### src/rtl/pp_fifo_pkg.sv
package pp_fifo_pkg;
  typedef logic bank_t;

  localparam bank_t BANK_A = 1'b0;
  localparam bank_t BANK_B = 1'b1;

  function automatic bank_t other_bank(input bank_t b);
    return (b == BANK_A) ? BANK_B : BANK_A;
  endfunction
endpackage

### src/rtl/pp_bank_ram.sv
module pp_bank_ram #(
  parameter int DATA_W = 16,
  parameter int AW     = 3
) (
  input  logic              clk,
  input  logic              rst,
  input  logic              we,
  input  logic [AW-1:0]     waddr,
  input  logic [DATA_W-1:0] wdata,
  input  logic              re,
  input  logic [AW-1:0]     raddr,
  output logic [DATA_W-1:0] rdata
);
  localparam int WORDS = 1 << AW;

  logic [DATA_W-1:0] store [WORDS];

  // plain write port, inferable as block RAM
  always_ff @(posedge clk) begin
    if (we) store[waddr] <= wdata;
  end

  // read-first registered port; old contents seen on same-address collision
  always_ff @(posedge clk) begin
    if (rst)     rdata <= '0;
    else if (re) rdata <= store[raddr];
  end
endmodule

### src/rtl/pp_read_stage.sv
module pp_read_stage
  import pp_fifo_pkg::*;
#(
  parameter int DEPTH = 4,
  parameter int PW    = 2
) (
  input  logic          rd_en,
  input  logic [1:0]    full_i,
  input  bank_t         wsel_i,
  input  bank_t         rsel_i,
  input  logic [PW-1:0] rptr_i,
  output logic [1:0]    full_o,
  output bank_t         wsel_o,
  output bank_t         rsel_o,
  output logic [PW-1:0] rptr_o,
  output logic          ram_re,
  output logic [PW:0]   ram_raddr,
  output logic          underrun_o
);
  localparam logic [PW-1:0] LAST = PW'(DEPTH - 1);

  always_comb begin
    full_o     = full_i;
    wsel_o     = wsel_i;
    rsel_o     = rsel_i;
    rptr_o     = rptr_i;
    ram_re     = rd_en;
    ram_raddr  = {rsel_i, rptr_i};
    underrun_o = rd_en & ~full_i[rsel_i];
    if (rd_en) begin
      if (rptr_i == LAST) begin
        rptr_o         = '0;
        full_o[rsel_i] = 1'b0;
        if (full_i[other_bank(rsel_i)]) begin
          rsel_o = other_bank(rsel_i);
          wsel_o = rsel_i;
        end
      end else begin
        rptr_o = rptr_i + 1'b1;
      end
    end
  end
endmodule

### src/rtl/pp_write_stage.sv
module pp_write_stage
  import pp_fifo_pkg::*;
#(
  parameter int DEPTH = 4,
  parameter int PW    = 2
) (
  input  logic          wr_en,
  input  logic [1:0]    full_i,
  input  bank_t         wsel_i,
  input  bank_t         rsel_i,
  input  logic [PW-1:0] wptr_i,
  output logic [1:0]    full_o,
  output bank_t         wsel_o,
  output bank_t         rsel_o,
  output logic [PW-1:0] wptr_o,
  output logic          ram_we,
  output logic [PW:0]   ram_waddr,
  output logic          avail_o
);
  localparam logic [PW-1:0] LAST = PW'(DEPTH - 1);

  logic accept;

  always_comb begin
    accept    = wr_en & ~full_i[wsel_i];
    full_o    = full_i;
    wsel_o    = wsel_i;
    rsel_o    = rsel_i;
    wptr_o    = wptr_i;
    avail_o   = 1'b0;
    ram_we    = accept;
    ram_waddr = {wsel_i, wptr_i};
    if (accept) begin
      if (wptr_i == LAST) begin
        wptr_o         = '0;
        full_o[wsel_i] = 1'b1;
        if (!full_i[other_bank(wsel_i)]) begin
          rsel_o  = wsel_i;
          wsel_o  = other_bank(wsel_i);
          avail_o = 1'b1;
        end
      end else begin
        wptr_o = wptr_i + 1'b1;
      end
    end
  end
endmodule

### src/rtl/pp_xfer_fifo.sv
module pp_xfer_fifo
  import pp_fifo_pkg::*;
#(
  parameter int DATA_W = 16,
  parameter int DEPTH  = 4
) (
  input  logic              clk,
  input  logic              rst,
  input  logic              wr_en,
  input  logic [DATA_W-1:0] wr_data,
  input  logic              rd_en,
  output logic [DATA_W-1:0] rd_data,
  output logic              data_avail,
  output logic              underrun,
  output logic [1:0]        bank_full,
  output logic              wr_bank,
  output logic              rd_bank
);
  localparam int PW = (DEPTH > 1) ? $clog2(DEPTH) : 1;
  localparam int AW = PW + 1;
  localparam logic [PW-1:0] LAST = PW'(DEPTH - 1);

  // registered state
  logic [1:0]    full_q;
  bank_t         wsel_q, rsel_q;
  logic [PW-1:0] wptr_q, rptr_q;
  logic          avail_q, under_q;

  // after the read step
  logic [1:0]    full_r;
  bank_t         wsel_r, rsel_r;
  logic [PW-1:0] rptr_r;
  logic          ram_re, under_r;
  logic [AW-1:0] ram_raddr;

  // after the write step
  logic [1:0]    full_w;
  bank_t         wsel_w, rsel_w;
  logic [PW-1:0] wptr_w;
  logic          ram_we, avail_w;
  logic [AW-1:0] ram_waddr;

  pp_read_stage #(.DEPTH(DEPTH), .PW(PW)) u_rd (
    .rd_en(rd_en), .full_i(full_q), .wsel_i(wsel_q), .rsel_i(rsel_q),
    .rptr_i(rptr_q), .full_o(full_r), .wsel_o(wsel_r), .rsel_o(rsel_r),
    .rptr_o(rptr_r), .ram_re(ram_re), .ram_raddr(ram_raddr),
    .underrun_o(under_r)
  );

  pp_write_stage #(.DEPTH(DEPTH), .PW(PW)) u_wr (
    .wr_en(wr_en), .full_i(full_r), .wsel_i(wsel_r), .rsel_i(rsel_r),
    .wptr_i(wptr_q), .full_o(full_w), .wsel_o(wsel_w), .rsel_o(rsel_w),
    .wptr_o(wptr_w), .ram_we(ram_we), .ram_waddr(ram_waddr),
    .avail_o(avail_w)
  );

  pp_bank_ram #(.DATA_W(DATA_W), .AW(AW)) u_ram (
    .clk(clk), .rst(rst), .we(ram_we), .waddr(ram_waddr), .wdata(wr_data),
    .re(ram_re), .raddr(ram_raddr), .rdata(rd_data)
  );

  always_ff @(posedge clk) begin
    if (rst) begin
      full_q  <= '0;
      wsel_q  <= BANK_A;
      rsel_q  <= BANK_A;
      wptr_q  <= '0;
      rptr_q  <= '0;
      avail_q <= 1'b0;
      under_q <= 1'b0;
    end else begin
      full_q  <= full_w;
      wsel_q  <= wsel_w;
      rsel_q  <= rsel_w;
      wptr_q  <= wptr_w;
      rptr_q  <= rptr_r;
      avail_q <= avail_w;
      under_q <= under_r;
    end
  end

  assign data_avail = avail_q;
  assign underrun   = under_q;
  assign bank_full  = full_q;
  assign wr_bank    = wsel_q;
  assign rd_bank    = rsel_q;

  // state after reset
  assert_reset_state_R1: assert property (@(posedge clk)
    rst |=> (full_q == 2'b00 && wptr_q == '0 && rptr_q == '0 &&
             wsel_q == BANK_A && rsel_q == BANK_A && !avail_q && !under_q));

  // write to a full bank leaves the producer side untouched
  assert_drop_full_R2: assert property (@(posedge clk) disable iff (rst)
    (wr_en && !rd_en && full_q[wsel_q]) |=>
      ($stable(wptr_q) && $stable(full_q) && $stable(wsel_q) && !avail_q));

  // fill with other bank empty hands the bank over and pulses
  assert_fill_swap_R4: assert property (@(posedge clk) disable iff (rst)
    (wr_en && !rd_en && !full_q[wsel_q] && wptr_q == LAST &&
     !full_q[other_bank(wsel_q)]) |=>
      (avail_q && rsel_q == $past(wsel_q) && wsel_q != $past(wsel_q)));

  // fill with other bank full keeps assignments, no pulse
  assert_fill_hold_R5: assert property (@(posedge clk) disable iff (rst)
    (wr_en && !rd_en && !full_q[wsel_q] && wptr_q == LAST &&
     full_q[other_bank(wsel_q)]) |=>
      (!avail_q && $stable(wsel_q) && $stable(rsel_q) && full_q == 2'b11));

  // drain with other bank full swaps roles
  assert_drain_swap_R7: assert property (@(posedge clk) disable iff (rst)
    (rd_en && !wr_en && rptr_q == LAST && full_q[other_bank(rsel_q)]) |=>
      (rsel_q != $past(rsel_q) && wsel_q == $past(rsel_q) &&
       rptr_q == '0));

  // read from a bank not flagged full reports underrun
  assert_underrun_R8: assert property (@(posedge clk) disable iff (rst)
    (rd_en && !full_q[rsel_q]) |=> under_q);

  // data-available never lasts two cycles
  assert_avail_pulse_R9: assert property (@(posedge clk) disable iff (rst)
    avail_q |=> !avail_q);

  // read data holds without a read strobe
  assert_hold_data_R11: assert property (@(posedge clk) disable iff (rst)
    !rd_en |=> $stable(rd_data));
endmodule

### config.mk
export PLATFORM = sky130hd
export DESIGN_NAME = pp_xfer_fifo
export DESIGN_NICKNAME = d
export VERILOG_FILES = /design/src/rtl/pp_fifo_pkg.sv /design/src/rtl/pp_bank_ram.sv /design/src/rtl/pp_read_stage.sv /design/src/rtl/pp_write_stage.sv /design/src/rtl/pp_xfer_fifo.sv
export SDC_FILE = /design/constraint.sdc
export NUM_CORES = 1
export LEC_CHECK = 0
export CAP_MARGIN = 10
export CORE_AREA = 10 10 161 88
export DETAILED_ROUTE_END_ITERATION = 10
export DIE_AREA = 0 0 171 98
export MAX_ROUTING_LAYER = met4
export PLACE_DENSITY = 0.74
export SLEW_MARGIN = 30
export SYNTH_ARGS = -nofsm -noshare
export SYNTH_HDL_FRONTEND = slang
export SYNTH_HIERARCHICAL = 1
export SYNTH_SLANG_ARGS = --single-unit
### constraint.sdc
create_clock -name clk -period 4.02 [get_ports clk]
set_clock_uncertainty 0.2 [all_clocks]
set_input_delay 0.603 -clock clk [delete_from_list [all_inputs] [get_ports clk]]
set_output_delay 0.603 -clock clk [all_outputs]
set_load 0.1 [all_outputs]
Word level (Yosys, flattened, before mapping). Memory sizes are Yosys's and may differ from the RTL's. A register that Yosys moved wholly into a read port is not among the register bits. Index checks and enable logic that the tools add are counted. W data, S select, Z words.

Add/subtract/negate cells: 2. $lt $le $gt $ge: 6. Eq/ne operators: 2. Mux-type cells: 35. Bitwise gates (word level): 9. Reductions and logical operators: 3.

Operator list (count): $mux W1 (27); $mux W2 (6); $lt A1 B2 Y1 const B (4); $add A2 B1 Y2 const B (2); $eq A2 B2 Y1 const B (2); $not A1 Y1 (4); $reduce_or A3 Y1 (1); $and A1 B1 Y1 (2); $and A2 B2 Y2 (1); $demux W1 S1 (2); $ge A1 B1 Y1 const B (2); $logic_and A1 B1 Y1 (2); $not A2 Y2 (1); $or A2 B2 Y2 (1).

Flip-flop bits (word level): 10. Memory bits (writable): 128. Input port bits: 20. Output and inout bits: 22. Memories: 1.

Memory list: u_ram.store (depth 8, bits a word 16, rd ports 1, clocked after memory_dff 1, write ports 1, line pp_bank_ram.sv:16) `logic [DATA_W-1:0] store [WORDS];`.

Depth between registers and ports, before layout.
Depth after elaboration: 14. Mapped depth: 8. Mapped depth without buffers: 8.

By module. The synthesis kept the hierarchy.

Modules (own cells, without submodules): pp_bank_ram (times used 1, cells an instance 307, area each 5570.3 um2, sequential area each 4164.0 um2); pp_xfer_fifo (times used 1, cells an instance 20, area each 262.8 um2, sequential area each 200.2 um2); pp_read_stage (times used 1, cells an instance 20, area each 147.6 um2, sequential area each 0.0 um2); pp_write_stage (times used 1, cells an instance 16, area each 135.1 um2, sequential area each 0.0 um2).

Worst setup path after synthesis. OpenSTA, ideal clock, no wires.

Kind: reg2reg. From: register rsel_q (netlist: rd_bank). To: memory u_ram.store[0][0] (enable). Arrival time: 3316 ps. Data required time: 3411 ps. Path slack: 95 ps. Stages on the path, launching flop included: 8. Cell sequence: dfxtp_1 and4b_1 nor3_2 mux2i_1 nand2_1 inv_1 nand2b_1 nor3_1.

Elaborated cells between the ends (all ways): 20. Classes of those cells: order compare: 2; mux: 13; bitwise: 4; reduce/logical: 1.

RTL lines: start, declared (line pp_xfer_fifo.sv:25) `bank_t wsel_q, rsel_q;`; start signal, assigned (line pp_xfer_fifo.sv:74) `rsel_q <= rsel_w;`; $mux W1 (not written as such) (2 in series) (line pp_read_stage.sv:34) `if (full_i[other_bank(rsel_i)]) begin`; $mux W1 (*) (line pp_read_stage.sv:34); $mux W1 (*) (line pp_read_stage.sv:31) `if (rptr_i == LAST) begin`; $mux W1 (*) (line pp_read_stage.sv:30) `if (rd_en) begin`; named net wsel_r (line pp_xfer_fifo.sv:31) `bank_t wsel_r, rsel_r;`; $mux W1 (not written as such) (*) (2 in series) (line pp_write_stage.sv:25) `accept = wr_en & ~full_i[wsel_i];`; $not A1 Y1 (*) (line pp_write_stage.sv:25); $and A1 B1 Y1 (*) (line pp_write_stage.sv:25); named net ram_we (line pp_xfer_fifo.sv:40) `logic ram_we, avail_w;`; $mux W1 (*) (line pp_bank_ram.sv:20) `if (we) store[waddr] <= wdata;`; $mux W1 (not written as such) (*) (line pp_bank_ram.sv:20); end, declared (line pp_bank_ram.sv:16).

The timed path passes the listed nets; every way through them passes the cells marked *. The select of a mux whose other input is x is not followed.

Worst setup path after layout.
From: input rd_en. To: memory u_ram.store[5][7] (enable).

Cells in the longest elaborated chain, start to end: 7. Elaborated cells between the ends (all ways): 8. Classes of those cells: mux: 6; bitwise: 2.

Ends and longest elaborated chain: start, declared (line pp_xfer_fifo.sv:11) `input logic rd_en,`; $mux W1 (line pp_read_stage.sv:30); named net wsel_r (line pp_xfer_fifo.sv:31); $mux W1 (not written as such) (2 in series) (line pp_write_stage.sv:25); $not A1 Y1 (line pp_write_stage.sv:25); $and A1 B1 Y1 (line pp_write_stage.sv:25); named net ram_we (line pp_xfer_fifo.sv:40); $mux W1 (line pp_bank_ram.sv:20); $mux W1 (not written as such) (line pp_bank_ram.sv:20).

The timed path passes the listed nets, and every way through them passes these cells. The select of a mux whose other input is x is not followed.

==> results.py <==
metrics = {
    "synthesis": {
        "synthCells": 363,
        "synth-seq-area-share": 0.7136,
        "syn_area_sq_um": 6116,
        "ys_warn_count": 6,
        "yosysUniqueCellTypes": 36,
        "ys_ff_latch": 154,
        "syn_avg_cell_area_sq_um": 16.85,
        "syn_nets": 385,
    },
    "clocking": {
        "clk-insertion-delay-late_ps": 400,
        "cts-root-buf": "clkbuf_16",
        "postCtsHoldBufs": 0,
        "htreeDepth": 4,
        "clock-sinks": 154,
        "cts_tree": "built",
        "clock_path_buffers": 2,
        "cts_setup_buffers": 0,
        "ctsResizeCount": 0,
        "cts_inserted_buffers": 17,
        "path_clk_slew_ps": 60,
    },
    "pwr": {
        "leakagePower_nw": 2.444,
        "peakVddDrop_v": 0.0003102,
        "p_per_area_nw_per_um2": 522.9,
        "power_mw": 3.779,
    },
    "timing": {
        "slew_headroom": 0.3377,
        "timing.hold.ws_ps": 284.7,
        "rsz0062_at_grt": "no",
        "finalSetupTns_ps": 0,
        "maxSlewViolCount": 0,
        "fin_ws_ps": 1028,
        "worstMarginPinSlew_ps": 990.4,
        "hold_violations": 0,
        "clock.fmax_mhz": 334.2,
        "fin_crit_sh": 0.7444,
        "fin_crit_ps": 2992,
        "setup_viol": 0,
    },
    "place": {
        "io_buffers": 41,
        "dpl_worst_slack_ps": 676.9,
        "dp_hpwl_um": 8273,
        "place.gp.congestion": 0.7975,
    },
    "floorplanning": {
        "dieArea_sq_um": 16760,
        "dieHeight_um": 98,
        "num_rows": 28,
        "start_util": 0.5322,
        "core_sq_um": 11490,
        "pin_count": 42,
        "die_w_um": 171,
    },
    "worst_setup_path": {
        "crit_path_end_kind": "flip-flop",
        "cp_data_arrival_time_ps": 2900,
        "setup.worst_path.start_class": "input port",
        "worstSetupPathType": "in -> reg",
        "crit_required_ps": 3930,
        "path_max_fanout": 10,
    },
    "hold_path": {
        "hp-class": "reg -> reg",
    },
    "grt": {
        "grt_pass1_vias": 3295,
        "grt-ovfl-total": 0,
        "grt.total_usage": 0.1564,
        "grt_pass1_wl_um": 19110,
        "grt_max_degree": 66,
        "antenna_found_initial": 0,
    },
    "layout": {
        "final_nets": 438,
        "diodes": 0,
        "finish.utilization": 0.6288,
        "drive_gt1_frac": 0.2191,
        "area_delta_synth_final_pct": 18.15,
    },
    "routing": {
        "routedWlPerCell_um": 21.86,
        "drt_wl_total_um": 12660,
        "drt-vias-per-instance": 5.774,
        "vias": 3343,
        "firstDrtPassIters": 5,
        "initialDrtViolationCount": 262,
        "postRouteAntennaNets": 0,
        "drcViolationCount": 0,
    },
    "run_status": {
        "status": "complete, no violations",
    },
    "job": {
        "drv_cap": 0,
    },
}
-- synthesized netlist by cell type --
| library cell | n | area (sq um) |
|---|---|---|
| edfxtp_1 | 128 | 3844 |
| mux2_2 | 34 | 382.9 |
| mux2i_1 | 34 | 340.3 |
| dfxtp_1 | 26 | 520.5 |
| nor2_1 | 25 | 93.84 |
| a221o_1 | 13 | 130.1 |
| o22ai_1 | 13 | 81.33 |
| nor2b_1 | 11 | 68.82 |
| a211oi_1 | 8 | 60.06 |
| a211oi_2 | 8 | 100.1 |
| clkbuf_1 | 8 | 30.03 |
| buf_4 | 7 | 52.55 |
| nand2_1 | 6 | 22.52 |
| buf_12 | 5 | 100.1 |
| nand2b_1 | 4 | 25.02 |
| a22oi_1 | 3 | 22.52 |
| o221ai_1 | 3 | 26.28 |
| a31oi_1 | 2 | 12.51 |
| buf_2 | 2 | 10.01 |
| buf_6 | 2 | 22.52 |
| ha_1 | 2 | 25.02 |
| inv_1 | 2 | 7.510 |
| mux2_1 | 2 | 22.52 |
| nor3_1 | 2 | 10.01 |
| xor2_1 | 2 | 17.52 |
| a21o_1 | 1 | 7.510 |
| a31o_2 | 1 | 8.760 |
| and2_1 | 1 | 6.260 |
| and4b_1 | 1 | 10.01 |
| buf_1 | 1 | 3.750 |
| clkbuf_2 | 1 | 5.000 |
| nand3_1 | 1 | 5.000 |
| nor3_2 | 1 | 10.01 |
| nor3_4 | 1 | 16.27 |
| o21a_1 | 1 | 7.510 |
| o21bai_1 | 1 | 7.510 |
-- placed cells by master (no fill, tap or decap), drive strengths merged, types with 2 or more instances in the layout --
cell type	instances
o22ai	13
nor2b	11
mux2i	34
nor2	25
ha	2
a22oi	3
a211oi	16
edfxtp	128
clkdlybuf4s50	41
bufinv	3
buf	19
clkbuf	23
inv	2
o221ai	3
a221o	13
dfxtp	26
nand2b	4
xor2	2
clkinv	6
mux2	36
nor3	4
nand2	6
a31oi	2
-- sequential cells by signal (all words and copies together), names as in the netlist --
signal       cells
bank_full        2
rptr_q           2
u_ram/store    128
u_ram/rdata     16
underrun         1
data_avail       1
rd_bank          1
wptr_q           2
wr_bank          1
-- layout make-up --
type                            instances  area, sq um
Sequential cell                       154         4365
Timing Repair Buffer                   60        553.0
Tap cell                              150        187.7
Inverter                                2        7.507
Multi-Input combinational cell        181         1530
Clock buffer                           23        457.9
Clock inverter                          9        123.9
Fill cell                             816         4265
-- worst paths after layout --
| check | start | cells after the start | endpoint | slack (ps) |
|---|---|---|---|---|
| setup / recovery | rd_en | 9 | u_ram/store[5][7] | 1030 |
| hold / removal | u_ram/rdata[5] | 2 | u_ram/rdata[5] | 280 |
| setup reg to reg | rptr_q[1] | 9 | u_ram/store[5][7] | 1080 |
| hold reg to reg | u_ram/rdata[5] | 2 | u_ram/rdata[5] | 280 |
-- cell families (layout without fill, tap and decap cells) --
logic type      after synthesis  count (layout)  share of synthesized area
flops                       154             154                     0.7136
mux                          70              70                     0.1219
compound gates               54              54                    0.07590
simple gates                 53              53                    0.04378
buf+inv                      28              94                    0.03785
fa+ha+maj                     2               2                   0.004091
xor+xnor                      2               2                   0.002865
-- routing by layer --
layer / vias up / share of wire / global-route usage
met3: 12 / 0.053 / 0.04379
met1: 1711 / 0.47 / 0.2094
met2: 93 / 0.46 / 0.2226
met5: - / 0 / -
met4: 0 / 0.012 / 0.05581
li1: 1527 / - / -
-- per-stage QoR --
step	std cells	area [sq um]
after floorplan	363	6116
after global placement	547	6644
after detailed placement	547	6644
after CTS	579	7226
after global routing	579	7226
final	579	7226
-- worst max-delay path: stages --
cell and delay (ps):
clkdlybuf4s50_1 470, and4b_1 250, nor3_2 450, mux2i_1 260, nand2_1 140, inv_1 110
nand2_1 130, nor2_1 240, buf_4 240
-- power by group --
part	leakage, nW	total (mW)	switching [mW]	internal, mW
combinational	0.778	0.403	0.263	0.140
sequential	1.38	1.80	0.0220	1.78
clock	0.289	1.57	0.585	0.989
Note: power is estimated with default switching activity, not from simulation.
